## config.mk

```make
export PLATFORM = sky130hd
export DESIGN_NAME = scl_rate_div
export DESIGN_NICKNAME = d
export VERILOG_FILES = /design/src/rtl/scl_div_pkg.sv /design/src/rtl/scl_rate_table.sv /design/src/rtl/scl_div_counter.sv /design/src/rtl/scl_div_phase.sv /design/src/rtl/scl_rate_div.sv
export SDC_FILE = /design/constraint.sdc
export NUM_CORES = 1
export LEC_CHECK = 0
export BUFFER_PORTS_ARGS = -buffer_cell sky130_fd_sc_hd__buf_2
export CAP_MARGIN = 40
export CORE_MARGIN = 2
export CORE_UTILIZATION = 55
export DETAILED_ROUTE_END_ITERATION = 8
export HOLD_SLACK_MARGIN = 0.03
export PLACE_DENSITY = 0.75
export SYNTH_ARGS = -nofsm -noshare
export SYNTH_HDL_FRONTEND = slang
export SYNTH_SLANG_ARGS = --single-unit
```

## constraint.sdc

```tcl
create_clock -name clk -period 2.7 [get_ports clk]
set_input_delay 0.54 -clock clk [delete_from_list [all_inputs] [get_ports clk]]
set_output_delay 0.54 -clock clk [all_outputs]
set_load 0.01 [all_outputs]
```

## src/rtl/scl_div_pkg.sv

```systemverilog
package scl_div_pkg;

  localparam int unsigned SEL_W     = 2;
  localparam int unsigned NUM_RATES = 1 << SEL_W;

  function automatic int unsigned max_of4(input int unsigned a, input int unsigned b,
                                          input int unsigned c, input int unsigned d);
    int unsigned m;
    m = a;
    if (b > m) m = b;
    if (c > m) m = c;
    if (d > m) m = d;
    return m;
  endfunction

  function automatic int unsigned bits_to_hold(input int unsigned v);
    return $clog2(v + 1);
  endfunction

endpackage

```

## src/rtl/scl_rate_table.sv

```systemverilog
module scl_rate_table
  import scl_div_pkg::*;
#(
  parameter int unsigned DIV0  = 15,
  parameter int unsigned DIV1  = 17,
  parameter int unsigned DIV2  = 34,
  parameter int unsigned DIV3  = 1000,
  parameter int unsigned CNT_W = 10
) (
  input  logic [SEL_W-1:0] sel,
  output logic [CNT_W-1:0] div,
  output logic             odd
);

  localparam int unsigned RATIO [NUM_RATES] = '{DIV0, DIV1, DIV2, DIV3};

  logic [CNT_W-1:0] lut [NUM_RATES];

  for (genvar g = 0; g < NUM_RATES; g++) begin : g_rate
    assign lut[g] = CNT_W'(RATIO[g]);
  end

  assign div = lut[sel];
  assign odd = div[0];

endmodule

```

## src/rtl/scl_div_counter.sv

```systemverilog
module scl_div_counter #(
  parameter int unsigned CNT_W = 10
) (
  input  logic             clk,
  input  logic             rst_n,
  input  logic             en,
  input  logic [CNT_W-1:0] load_div,
  input  logic             load_odd,
  output logic [CNT_W-1:0] cnt_q,
  output logic [CNT_W-1:0] div_q,
  output logic             odd_q,
  output logic             primed_q
);

  logic             reload;
  logic [CNT_W-1:0] cnt_d;
  logic [CNT_W-1:0] div_d;
  logic             odd_d;

  // Reload while stopped, on the first edge after reset, and at wrap.
  always_comb begin
    reload = !en || !primed_q || (cnt_q == '0);
    if (reload) begin
      cnt_d = load_div - CNT_W'(1);
      div_d = load_div;
      odd_d = load_odd;
    end else begin
      cnt_d = cnt_q - CNT_W'(1);
      div_d = div_q;
      odd_d = odd_q;
    end
  end

  always_ff @(posedge clk or negedge rst_n) begin
    if (!rst_n) begin
      cnt_q    <= '0;
      div_q    <= '0;
      odd_q    <= 1'b0;
      primed_q <= 1'b0;
    end else begin
      cnt_q    <= cnt_d;
      primed_q <= 1'b1;
      if (reload) begin
        div_q <= div_d;
        odd_q <= odd_d;
      end
    end
  end

endmodule

```

## src/rtl/scl_div_phase.sv

```systemverilog
module scl_div_phase #(
  parameter int unsigned CNT_W = 10
) (
  input  logic             clk,
  input  logic             rst_n,
  input  logic             run,
  input  logic [CNT_W-1:0] cnt_q,
  input  logic [CNT_W-1:0] div_q,
  input  logic             odd_q,
  output logic             scl_clk,
  output logic             tick
);

  logic [CNT_W-1:0] thresh;
  logic             hi_d;
  logic             hi_q;
  logic             tick_d;
  logic             tick_q;
  logic             late_q;

  // The early phase is high for floor(N/2) counts from the preload.
  always_comb begin
    thresh = div_q - (div_q >> 1);
    hi_d   = run && (cnt_q >= thresh);
    tick_d = hi_d ^ hi_q;
  end

  always_ff @(posedge clk or negedge rst_n) begin
    if (!rst_n) begin
      hi_q   <= 1'b0;
      tick_q <= 1'b0;
    end else begin
      hi_q   <= hi_d;
      tick_q <= tick_d;
    end
  end

  // Half-cycle copy that stretches the high time for odd ratios.
  always_ff @(negedge clk or negedge rst_n) begin
    if (!rst_n) begin
      late_q <= 1'b0;
    end else begin
      late_q <= hi_q;
    end
  end

  assign scl_clk = hi_q | (late_q & odd_q);
  assign tick    = tick_q;

endmodule

```

## src/rtl/scl_rate_div.sv

```systemverilog
module scl_rate_div
  import scl_div_pkg::*;
#(
  parameter int unsigned DIV0 = 15,
  parameter int unsigned DIV1 = 17,
  parameter int unsigned DIV2 = 34,
  parameter int unsigned DIV3 = 1000
) (
  input  logic       clk,
  input  logic       rst_n,
  input  logic       en,
  input  logic [1:0] rate_sel,
  output logic       scl_clk,
  output logic       scl_tick
);

  localparam int unsigned DIV_MAX = max_of4(DIV0, DIV1, DIV2, DIV3);
  localparam int unsigned CNT_W   = bits_to_hold(DIV_MAX);

  logic [CNT_W-1:0] sel_div;
  logic             sel_odd;
  logic [CNT_W-1:0] cnt_q;
  logic [CNT_W-1:0] div_q;
  logic             odd_q;
  logic             primed_q;
  logic             run;

  scl_rate_table #(
    .DIV0(DIV0), .DIV1(DIV1), .DIV2(DIV2), .DIV3(DIV3), .CNT_W(CNT_W)
  ) u_table (
    .sel (rate_sel),
    .div (sel_div),
    .odd (sel_odd)
  );

  scl_div_counter #(.CNT_W(CNT_W)) u_count (
    .clk      (clk),
    .rst_n    (rst_n),
    .en       (en),
    .load_div (sel_div),
    .load_odd (sel_odd),
    .cnt_q    (cnt_q),
    .div_q    (div_q),
    .odd_q    (odd_q),
    .primed_q (primed_q)
  );

  assign run = en && primed_q;

  scl_div_phase #(.CNT_W(CNT_W)) u_phase (
    .clk     (clk),
    .rst_n   (rst_n),
    .run     (run),
    .cnt_q   (cnt_q),
    .div_q   (div_q),
    .odd_q   (odd_q),
    .scl_clk (scl_clk),
    .tick    (scl_tick)
  );

endmodule

```

# == After elaboration in Yosys (flattened, before gate mapping) ==
# Cells that the tools add are included.
# word_totals
in_bits,5
ff_bits,25
out_inout_bits,2
# classes
n_mux,4
addsub,3
n_lt_le_gt_ge,2
reduce_logical,7
bitwise_logic,4
# op_table
op,count
$mux W10,3
$bmux W10 S2,1
$sub A10 B1 Y10 const B,2
$ge A10 B10 Y1,1
$logic_not A10 Y1,1
$sub A10 B9 Y10,1
$ge A3 B3 Y1 const B,1
$not A2 Y3,1
$logic_and A1 B1 Y1,2
$logic_not A1 Y1,2
$logic_or A1 B1 Y1,2
$and A1 B1 Y1,1
$or A1 B1 Y1,1
$xor A1 B1 Y1,1

# == Logic depth before layout (Yosys ltp) ==
# Gate-level depths: netlist (run 1).
# logic_depth
word_depth,6
depth_mapped,15
ltp_nobuf,15

# == Modules after synthesis ==
# Synthesis (run 1) repeated with hierarchy kept, for this count alone.
# unflattened
cells_unflattened,205
area_unflattened_um2,1954.4
# by_module_without_submodules
module,n_inst,seq_area_each_um2,area_per_inst_um2,cells_per_inst
scl_div_counter,1,550.5,1106.1,100
scl_div_phase,1,75.1,737.0,91
scl_rate_table,1,0.0,105.1,13
scl_rate_div,1,0.0,6.3,1

==> metrics, run 1 <==
Worst slew margin=61.7%; cell taking the most area after synthesis=dfrtp_1; P&R area growth vs syn=11.5%; clk sink count=21; row count=19; met2 wire length=1.49 mm; Nets=209; Top Layer Used=met4; largest net degree at the start of global routing=21; share of layout cells above drive strength 1=20.4%; drt initial violations=26; RSZ-0062 raised after global routing=true; violated checks=setup timing; HPWL Detailed=2.45 mm; cts hold-fix bufs=0; synthesized instance count=162; Synth Register Bits=21; Setup Slack @ Placement=-0.262 ns; number of synthesized flops with an enable pin=0; Worst Path Arrival=2.27 ns; fin area=0.00172 mm²; fillers=235; syn avg cell area=9.54 µm²; vias in the first global route=1232; Final setup viols=2; min setup slack post-route=-0.108 ns; status=complete, but fails checks; standby leakage power=0.870 nW; Reg area=526 µm²; Worst Max-Slew Pin Slew=0.570 ns; htree depth=1; Synth cell types=42; Critical-path top delay cell=dfrtn_1; commonest register cell after synthesis=dfrtp_1; Congestion Overflow GR=0; Crit Path Class=reg -> out; Antenna diodes=0; vias=1241; Vias/cell=5.85; CP required=2.16 ns; Startpoint Class=flip-flop; crit path buf inv count=1; ANT nets after route=0; total CTS buffers=3; Clock Latency Late Sink=0.30 ns; number of port buffers=6; detailed-route wire length=3.10 mm; routability cong.=0.901; area of the multi-input gates=951 µm²; fraction of registers with async set/reset=100%; syn nets=189; Die Span X=57.0 µm; metal3 WL=143 µm; Reg clk slew, reported paths=0.12 ns; Initial Util=57.0%; GRT Total Usage=21.5%; register area share after synthesis=34.0%; clock tree buffer depth=2; P per Cell Area=542 mW/mm²; Die H=57.0 µm; metal1 wirelength=1.44 mm; initial antenna violation count=0; crit path max fanout=1; Final Util=63.6%; Mapped Area=0.00155 mm²; hold_ws=0.197 ns; DIE AREA=0.00325 mm²; slowest stage delay, CP=0.40 ns; worst clock skew=0.0114 ns; worst-path cell chain=a21o_1, buf_2; final hold vios=0; Initial DRT Pass Iterations=4; main area contributors after synthesis=dfrtp_1 32%, ha_1 17%, a21o_1 4.4%, inv_1 3.4%, xnor2_1 3.4%; max-slew violation count=0; Routed WL per cell=14.6 µm; CTS tree=built; first-pass GRT wire length=5.56 mm; top cell type's share of synthesized area=32.4%; Placed Area=0.00164 mm²; I/O pins=7; max cap viols=0; drc violations=0; root buf cell=clkbuf_4; critical path's top delay family=flip-flops; VDD IR max=0.379 mV; Setup crit end kind=output port; core area=0.00271 mm²; synthesis warning total=0; hold crit path type=in -> async
-- final timing paths --
check,slack (ns),depth (start not counted),endpoint,start
worst min register to register,0.50,1,u_phase.tick$_DFF_PN0_,u_phase.hi_q$_DFF_PN0_
worst min-delay path,0.20,2,u_count.div_q[0]$_DFFE_PN0N_,rst_n
worst max-delay path,-0.11,2,scl_clk,u_phase.late_q$_DFF_NN0_
max in group asynchronous,1.34,1,u_phase.late_q$_DFF_NN0_,rst_n
worst max register to register,-0.01,14,u_phase.tick$_DFF_PN0_,u_count.div_q[0]$_DFFE_PN0N_
min in group clk,0.50,1,u_phase.tick$_DFF_PN0_,u_phase.hi_q$_DFF_PN0_
-- where the power goes --
part	internal (mW)	leakage, nW	switching, mW
combinational	0.186	0.592	0.203
sequential	0.353	0.260	0.0435
clock	0.0551	0.0177	0.0938
total	0.594	0.870	0.340
-- Yosys cell counts (2+ instances only) --
master and count:
a211o_1 3, a21boi_0 3, a21o_1 9, a21oi_1 10, buf_6 2, clkbuf_1 2
dfrtp_1 20, ha_1 21, inv_1 14, nand2_1 9, nand2b_1 3, nor2_1 12
nor4_1 3, nor4_2 2, o211ai_1 2, o21ai_0 8, o31ai_1 3, or2_2 2
xnor2_1 6, xor2_1 6
-- stage by stage --
| step | power (mW) | TNS (ns) | cells |
|---|---|---|---|
| 2_1_floorplan | 0.668 | 0 | 162 |
| 3_3_place_gp | 0.751 | -0.0441 | 203 |
| 3_5_place_dp | 0.767 | -0.378 | 203 |
| 4_1_cts | 0.930 | -0.230 | 209 |
| 5_1_grt | 1.02 | -0.372 | 212 |
| 6_report | 0.934 | -0.121 | 212 |
-- layout make-up --
class	instances	share of cell area (%)
clock buffer	3	1.31
sequential	21	30.5
tap	31	2.25
timing repair buffer	19	7.41
multi-input combinational	123	55.2
inverter	14	3.05
clock inverter	1	0.290
-- routing by layer --
| metal | global-route usage [%] | up-vias |
|---|---|---|
| met1 | 31.0 | 589 |
| met4 | 6.64 | 0 |
| met3 | 2.49 | 4 |
| li1 | - | 616 |
| met5 | 0 | - |
| met2 | 34.3 | 32 |
-- worst reg2reg max path, delay by kind of cell, from the launching register on --
kind                     cells  cell delay, ns
XOR/XNOR                     1            0.15
AND/OR/NAND/NOR              3            0.24
flip-flops                   1            0.41
buffers and inverters        2            0.11
AO/OA/AOI/OAI                5            0.93
adder cells (fa/ha/maj)      3            0.79
-- kinds of logic after synthesis --
family | Yosys count | synth area share, %
buf+inv | 18 | 5.34
fa+ha+maj | 22 | 18.3
other cells | 1 | 0.243
simple gates | 38 | 13.2
compound gates | 50 | 22.1
xor+xnor | 12 | 6.80
flops | 21 | 34.0
-- sequential cells by signal, summed over array words and instances (netlist names) --
register,count
u_count.primed_q,1
u_count.cnt_q,10
u_count.div_q,7
u_phase.tick,1
u_phase.late_q,1
u_phase.hi_q,1
-- repair_timing --
item | CTS | global route
gates resized for setup | 3 | 5
endpoints found under the hold margin | 0 | 0
setup endpoints to repair | 3 | 3
pin swaps | 0 | 7
buffers inserted | 2 | 3
gates cloned | 0 | 0
-- placed cells by master (no fill, tap or decap), types with 2 or more instances in the layout --
master | synthesis | routed
a211o_1 | 3 | 3
a21boi_0 | 3 | 3
a21o_1 | 9 | 9
a21oi_1 | 10 | 7
a21oi_2 | 0 | 3
buf_2 | 0 | 6
buf_4 | 0 | 13
clkbuf_4 | 0 | 3
dfrtp_1 | 20 | 20
ha_1 | 21 | 21
inv_1 | 14 | 11
inv_2 | 0 | 3
nand2_1 | 9 | 9
nand2b_1 | 3 | 3
nor2_1 | 12 | 12
nor4_1 | 3 | 3
nor4_2 | 2 | 2
o211ai_1 | 2 | 2
o21ai_0 | 8 | 7
o21ai_1 | 1 | 2
o31ai_1 | 3 | 3
or2_2 | 2 | 2
xnor2_1 | 6 | 6
xor2_1 | 6 | 6
(Power assumes the default switching activity.)
==> run 2, diff against run 1 <==
--- a/config.mk
+++ b/config.mk
@@ -12,6 +12,7 @@
 export DETAILED_ROUTE_END_ITERATION = 8
 export HOLD_SLACK_MARGIN = 0.03
 export PLACE_DENSITY = 0.75
+export RECOVER_POWER = 50
 export SYNTH_ARGS = -nofsm -noshare
 export SYNTH_HDL_FRONTEND = slang
 export SYNTH_SLANG_ARGS = --single-unit
==> metrics, run 2 (synthesis gave the netlist of run 1 again) <==
status=complete, but fails checks; violated checks=setup timing; Vias/cell=5.85; total CTS buffers=3; Routed WL per cell=14.6 µm; vias=1241; Startpoint Class=flip-flop; worst clock skew=0.0114 ns; Largest regs=u_count.cnt_q: 10 flops, u_count.div_q: 7 flops; drc violations=0; Placed Area=0.00164 mm²; routability cong.=0.901; Total Power=0.933 mW; hold crit path type=in -> async; first-pass GRT wire length=5.56 mm; Reg clk slew, reported paths=0.12 ns; crit path max fanout=1; Final Non-Filler Cells=212; P per Cell Area=543 mW/mm²; htree depth=1; vias in the first global route=1232; standby leakage power=0.866 nW; Die Span X=57.0 µm; final hold vios=0; Initial Util=57.0%; Placed Cells=203; Initial DRT Pass Iterations=4; ANT nets after route=0; RSZ-0062 raised after global routing=true; Crit Path Class=reg -> out; P&R area growth vs syn=11.3%; HPWL Detailed=2.45 mm; share of layout cells above drive strength 1=19.9%; max cap viols=0; Setup crit end kind=output port; I/O pins=7; row count=19; Die H=57.0 µm; min setup slack post-route=-0.108 ns; Largest register FFs=10; DIE AREA=0.00325 mm²; commonest non-fill, non-tap cell in the layout=ha_1; Antenna diodes=0; Final setup viols=2; core area=0.00271 mm²; Nets=209; root buf cell=clkbuf_4; CTS tree=built; CP required=2.16 ns; Worst Path Arrival=2.27 ns; Biggest register=u_count.cnt_q; largest net degree at the start of global routing=21; Worst Max-Slew Pin Slew=1.05 ns; VDD IR max=0.378 mV; max-slew violation count=0; Clock Latency Late Sink=0.30 ns; number of port buffers=6; fillers=235; cts hold-fix bufs=0; most frequent cells in the layout=21 x ha_1, 20 x dfrtp_1, 12 x nor2_1, 12 x buf_4, 11 x inv_1; clock tree buffer depth=2; Congestion Overflow GR=0; clk sink count=21; Final Util=63.4%; GRT Total Usage=21.5%; initial antenna violation count=0; fin area=0.00172 mm²; drt initial violations=26; Worst slew margin=29.8%; detailed-route wire length=3.09 mm
-- run 2: changes by cell type in the layout (fill, tap and decap cells not counted) --
cell      change
buf_4         -1
clkbuf_1      +1
-- run 2: routing by layer --
layer / wire [µm] / share of wire [%] / vias to the layer above / GRT usage (%)
met3: 143 / 4.6 / 4 / 2.49
li1: - / - / 616 / -
met5: 0 / 0 / - / 0
met2: 1490 / 48 / 32 / 34.3
met4: 26 / 0.84 / 0 / 6.64
met1: 1430 / 46 / 589 / 31.0
-- run 2: worst paths after layout --
| path | startpoint | to | slack (ns) | depth (start not counted) |
|---|---|---|---|---|
| max | u_phase.late_q$_DFF_NN0_ | scl_clk | -0.11 | 2 |
| min | rst_n | u_phase.tick$_DFF_PN0_ | 0.50 | 2 |
| max reg2reg | u_count.div_q[0]$_DFFE_PN0N_ | u_phase.tick$_DFF_PN0_ | -0.01 | 14 |
| min reg2reg | u_phase.hi_q$_DFF_PN0_ | u_phase.tick$_DFF_PN0_ | 0.50 | 1 |
| max in group asynchronous | rst_n | u_phase.late_q$_DFF_NN0_ | 1.34 | 1 |
| min in group clk | u_phase.hi_q$_DFF_PN0_ | u_phase.tick$_DFF_PN0_ | 0.50 | 1 |
-- run 2: layout make-up --
class	count	area (µm²)	area share, %
clock buffers	3	22.5	1.31
inverters	14	52.6	3.06
repair buffers	19	124	7.21
well taps	31	38.8	2.26
flip-flops and latches	21	526	30.6
multi-input cells	123	951	55.3
clock inverters	1	5.00	0.291
-- run 2: what timing repair did --
action	in CTS	in global routing
setup endpoints to repair	3	3
pin swaps	0	7
gates resized for setup	3	5
buffers inserted	2	3
-- run 2: power by group --
part           internal, mW  leakage [nW]  total [mW]  switching, mW
sequential            0.353         0.260       0.396         0.0435
clock                0.0551        0.0177       0.149         0.0938
combinational         0.185         0.589       0.388          0.203
total                 0.593         0.866       0.933          0.340
-- run 2: metrics by stage --
step,setup TNS (ns),worst slack (ns),hold WS [ns]
final,-0.121,-0.108,0.495
after CTS,-0.230,-0.126,0.201
after global placement,-0.0441,-0.0441,0.485
after global routing,-0.372,-0.186,0.535
after floorplan,0,0.0531,0.244
after detailed placement,-0.378,-0.262,0.484
-- run 2: critical path, stage by stage, from the launching register on --
cell     delay [ns]
dfrtn_1        0.40
a21o_1         0.10
buf_2          0.12
==> run 3, diff against run 2 <==
--- a/config.mk
+++ b/config.mk
@@ -8,11 +8,12 @@
 export BUFFER_PORTS_ARGS = -buffer_cell sky130_fd_sc_hd__buf_2
 export CAP_MARGIN = 40
 export CORE_MARGIN = 2
-export CORE_UTILIZATION = 55
+export CORE_UTILIZATION = 61
 export DETAILED_ROUTE_END_ITERATION = 8
 export HOLD_SLACK_MARGIN = 0.03
-export PLACE_DENSITY = 0.75
+export PLACE_DENSITY = 0.79
 export RECOVER_POWER = 50
+export SETUP_SLACK_MARGIN = 0.2
 export SYNTH_ARGS = -nofsm -noshare
 export SYNTH_HDL_FRONTEND = slang
 export SYNTH_SLANG_ARGS = --single-unit
==> constraint.sdc (replaced) <==
create_clock -name clk -period 2.9 [get_ports clk]
set_input_delay 0.58 -clock clk [delete_from_list [all_inputs] [get_ports clk]]
set_output_delay 0.58 -clock clk [all_outputs]
set_load 0.01 [all_outputs]
==> metrics, run 3 (synthesis gave the netlist of run 1 again) <==
status=complete, but fails checks; violated checks=setup timing; P per Cell Area=523 mW/mm²; RSZ-0062 raised after global routing=true; drc violations=0; Routed WL per cell=16.8 µm; max cap viols=0; Setup crit end kind=output port; Initial Util=63.5%; r2r setup slk=0.05 ns; vias in the first global route=1286; detailed-route wire length=3.49 mm; drt initial violations=40; row count=18; Largest register FFs=10; commonest non-fill, non-tap cell in the layout=dfrtp_1; Worst slew margin=26.6%; Final Non-Filler Cells=208; initial antenna violation count=0; ANT nets after route=0; DIE AREA=0.00295 mm²; total CTS buffers=3; clock tree buffer depth=2; Total Power=0.921 mW; Placed Cells=197; Worst Path Arrival=2.36 ns; Vias/cell=6.18; r2r worst-path depth=12; Startpoint Class=flip-flop; Reg clk slew, reported paths=0.12 ns; Congestion Overflow GR=0; final hold vios=0; HPWL Detailed=2.51 mm; TNS Setup=-0.0364 ns; slowest stage delay, CP=0.34 ns; P&R area growth vs syn=13.8%; Die Span X=54.3 µm; share of layout cells above drive strength 1=18.5%; Crit Path Class=reg -> out; routability cong.=0.896; Die H=54.3 µm; cts hold-fix bufs=0; crit path buf inv count=1; first-pass GRT wire length=5.74 mm; cell count along the critical path=2; largest net degree at the start of global routing=21; Worst Max-Slew Pin Slew=1.10 ns; standby leakage power=0.858 nW; min setup slack post-route=-0.0364 ns; Initial DRT Pass Iterations=4; root buf cell=clkbuf_4; reg2reg start=u_count.div_q[1]$_DFFE_PN0N_; CP required=2.32 ns; clk sink count=21; worst clock skew=0.00700 ns; htree depth=1; worst-path cell chain=a21o_1, buf_6; Final setup viols=1; Clock Latency Late Sink=0.30 ns; crit path max fanout=1; CTS tree=built; Biggest register=u_count.cnt_q; critical path's top delay family=flip-flops; Largest regs=u_count.cnt_q: 10 flops, u_count.div_q: 7 flops; Nets=206; max-slew violation count=0; VDD IR max=0.326 mV; vias=1285; Critical-path top delay cell=dfrtn_1; number of port buffers=6; most frequent cells in the layout=20 x dfrtp_1, 18 x ha_1, 13 x inv_1; core area=0.00243 mm²; I/O pins=7; hold crit path type=in -> async; GRT Total Usage=27.2%; Reg-to-Reg End=u_phase.tick$_DFF_PN0_; Antenna diodes=0
-- run 3: layout make-up --
class | instances | area [µm²]
clock buffers | 4 | 26.3
repair buffers | 16 | 109
flip-flops and latches | 21 | 526
well taps | 30 | 37.5
multi-input cells | 123 | 1010
inverters | 14 | 52.6
fillers | 193 | 673
-- run 3: how the worst max path moves through the flow --
stage	end	start
floorplan	u_phase.tick$_DFF_PN0_	u_count.div_q[1]$_DFFE_PN0N_
global placement	u_phase.tick$_DFF_PN0_	u_count.div_q[1]$_DFFE_PN0N_
detailed placement	u_phase.tick$_DFF_PN0_	u_count.div_q[1]$_DFFE_PN0N_
CTS	scl_clk	u_phase.late_q$_DFF_NN0_
global route	scl_clk	u_phase.late_q$_DFF_NN0_
finish	scl_clk	u_phase.late_q$_DFF_NN0_
-- run 3: worst register-to-register path: stages (launching register included) --
cell	delay, ns
dfrtp_1	0.43
buf_6	0.13
ha_4	0.20
a21o_1	0.14
a21o_1	0.19
a21o_1	0.23
a31o_4	0.27
xnor2_2	0.13
ha_1	0.31
nand4_1	0.08
a211o_1	0.25
a21oi_2	0.20
xor2_1	0.20
-- run 3: timing repair --
item | in CTS | in global routing
endpoints found under the setup margin | 3 | 3
setup buffers | 3 | 4
pin swaps | 8 | 10
resized for setup | 7 | 7
gates cloned | 0 | 0
-- run 3: per-stage QoR --
stage | cell area, µm² | hold slack [ns] | utilization (%) | setup slack [ns]
6_report | 1760 | 0.570 | 72.3 | -0.0364
5_1_grt | 1760 | 0.585 | 72.3 | -0.117
4_1_cts | 1690 | 0.238 | 69.4 | -0.0589
3_5_place_dp | 1610 | 0.529 | 66.0 | -0.0410
3_3_place_gp | 1610 | 0.489 | 66.0 | 0.142
2_1_floorplan | 1550 | 0.284 | - | 0.253
-- run 3: report_power, final --
part / switching, mW / internal [mW] / total (mW) / leakage, nW
logic: 0.213 / 0.195 / 0.409 / 0.583
registers: 0.0436 / 0.328 / 0.372 / 0.260
clock network: 0.0868 / 0.0535 / 0.140 / 0.0150
total: 0.343 / 0.577 / 0.921 / 0.858
-- run 3: layer usage --
layer,global-route usage (%),wire length [µm],vias up
met5,0,0,-
li1,-,-,612
met4,11.3,55,0
met1,34.1,1540,625
met2,46.4,1730,40
met3,4.10,160,8
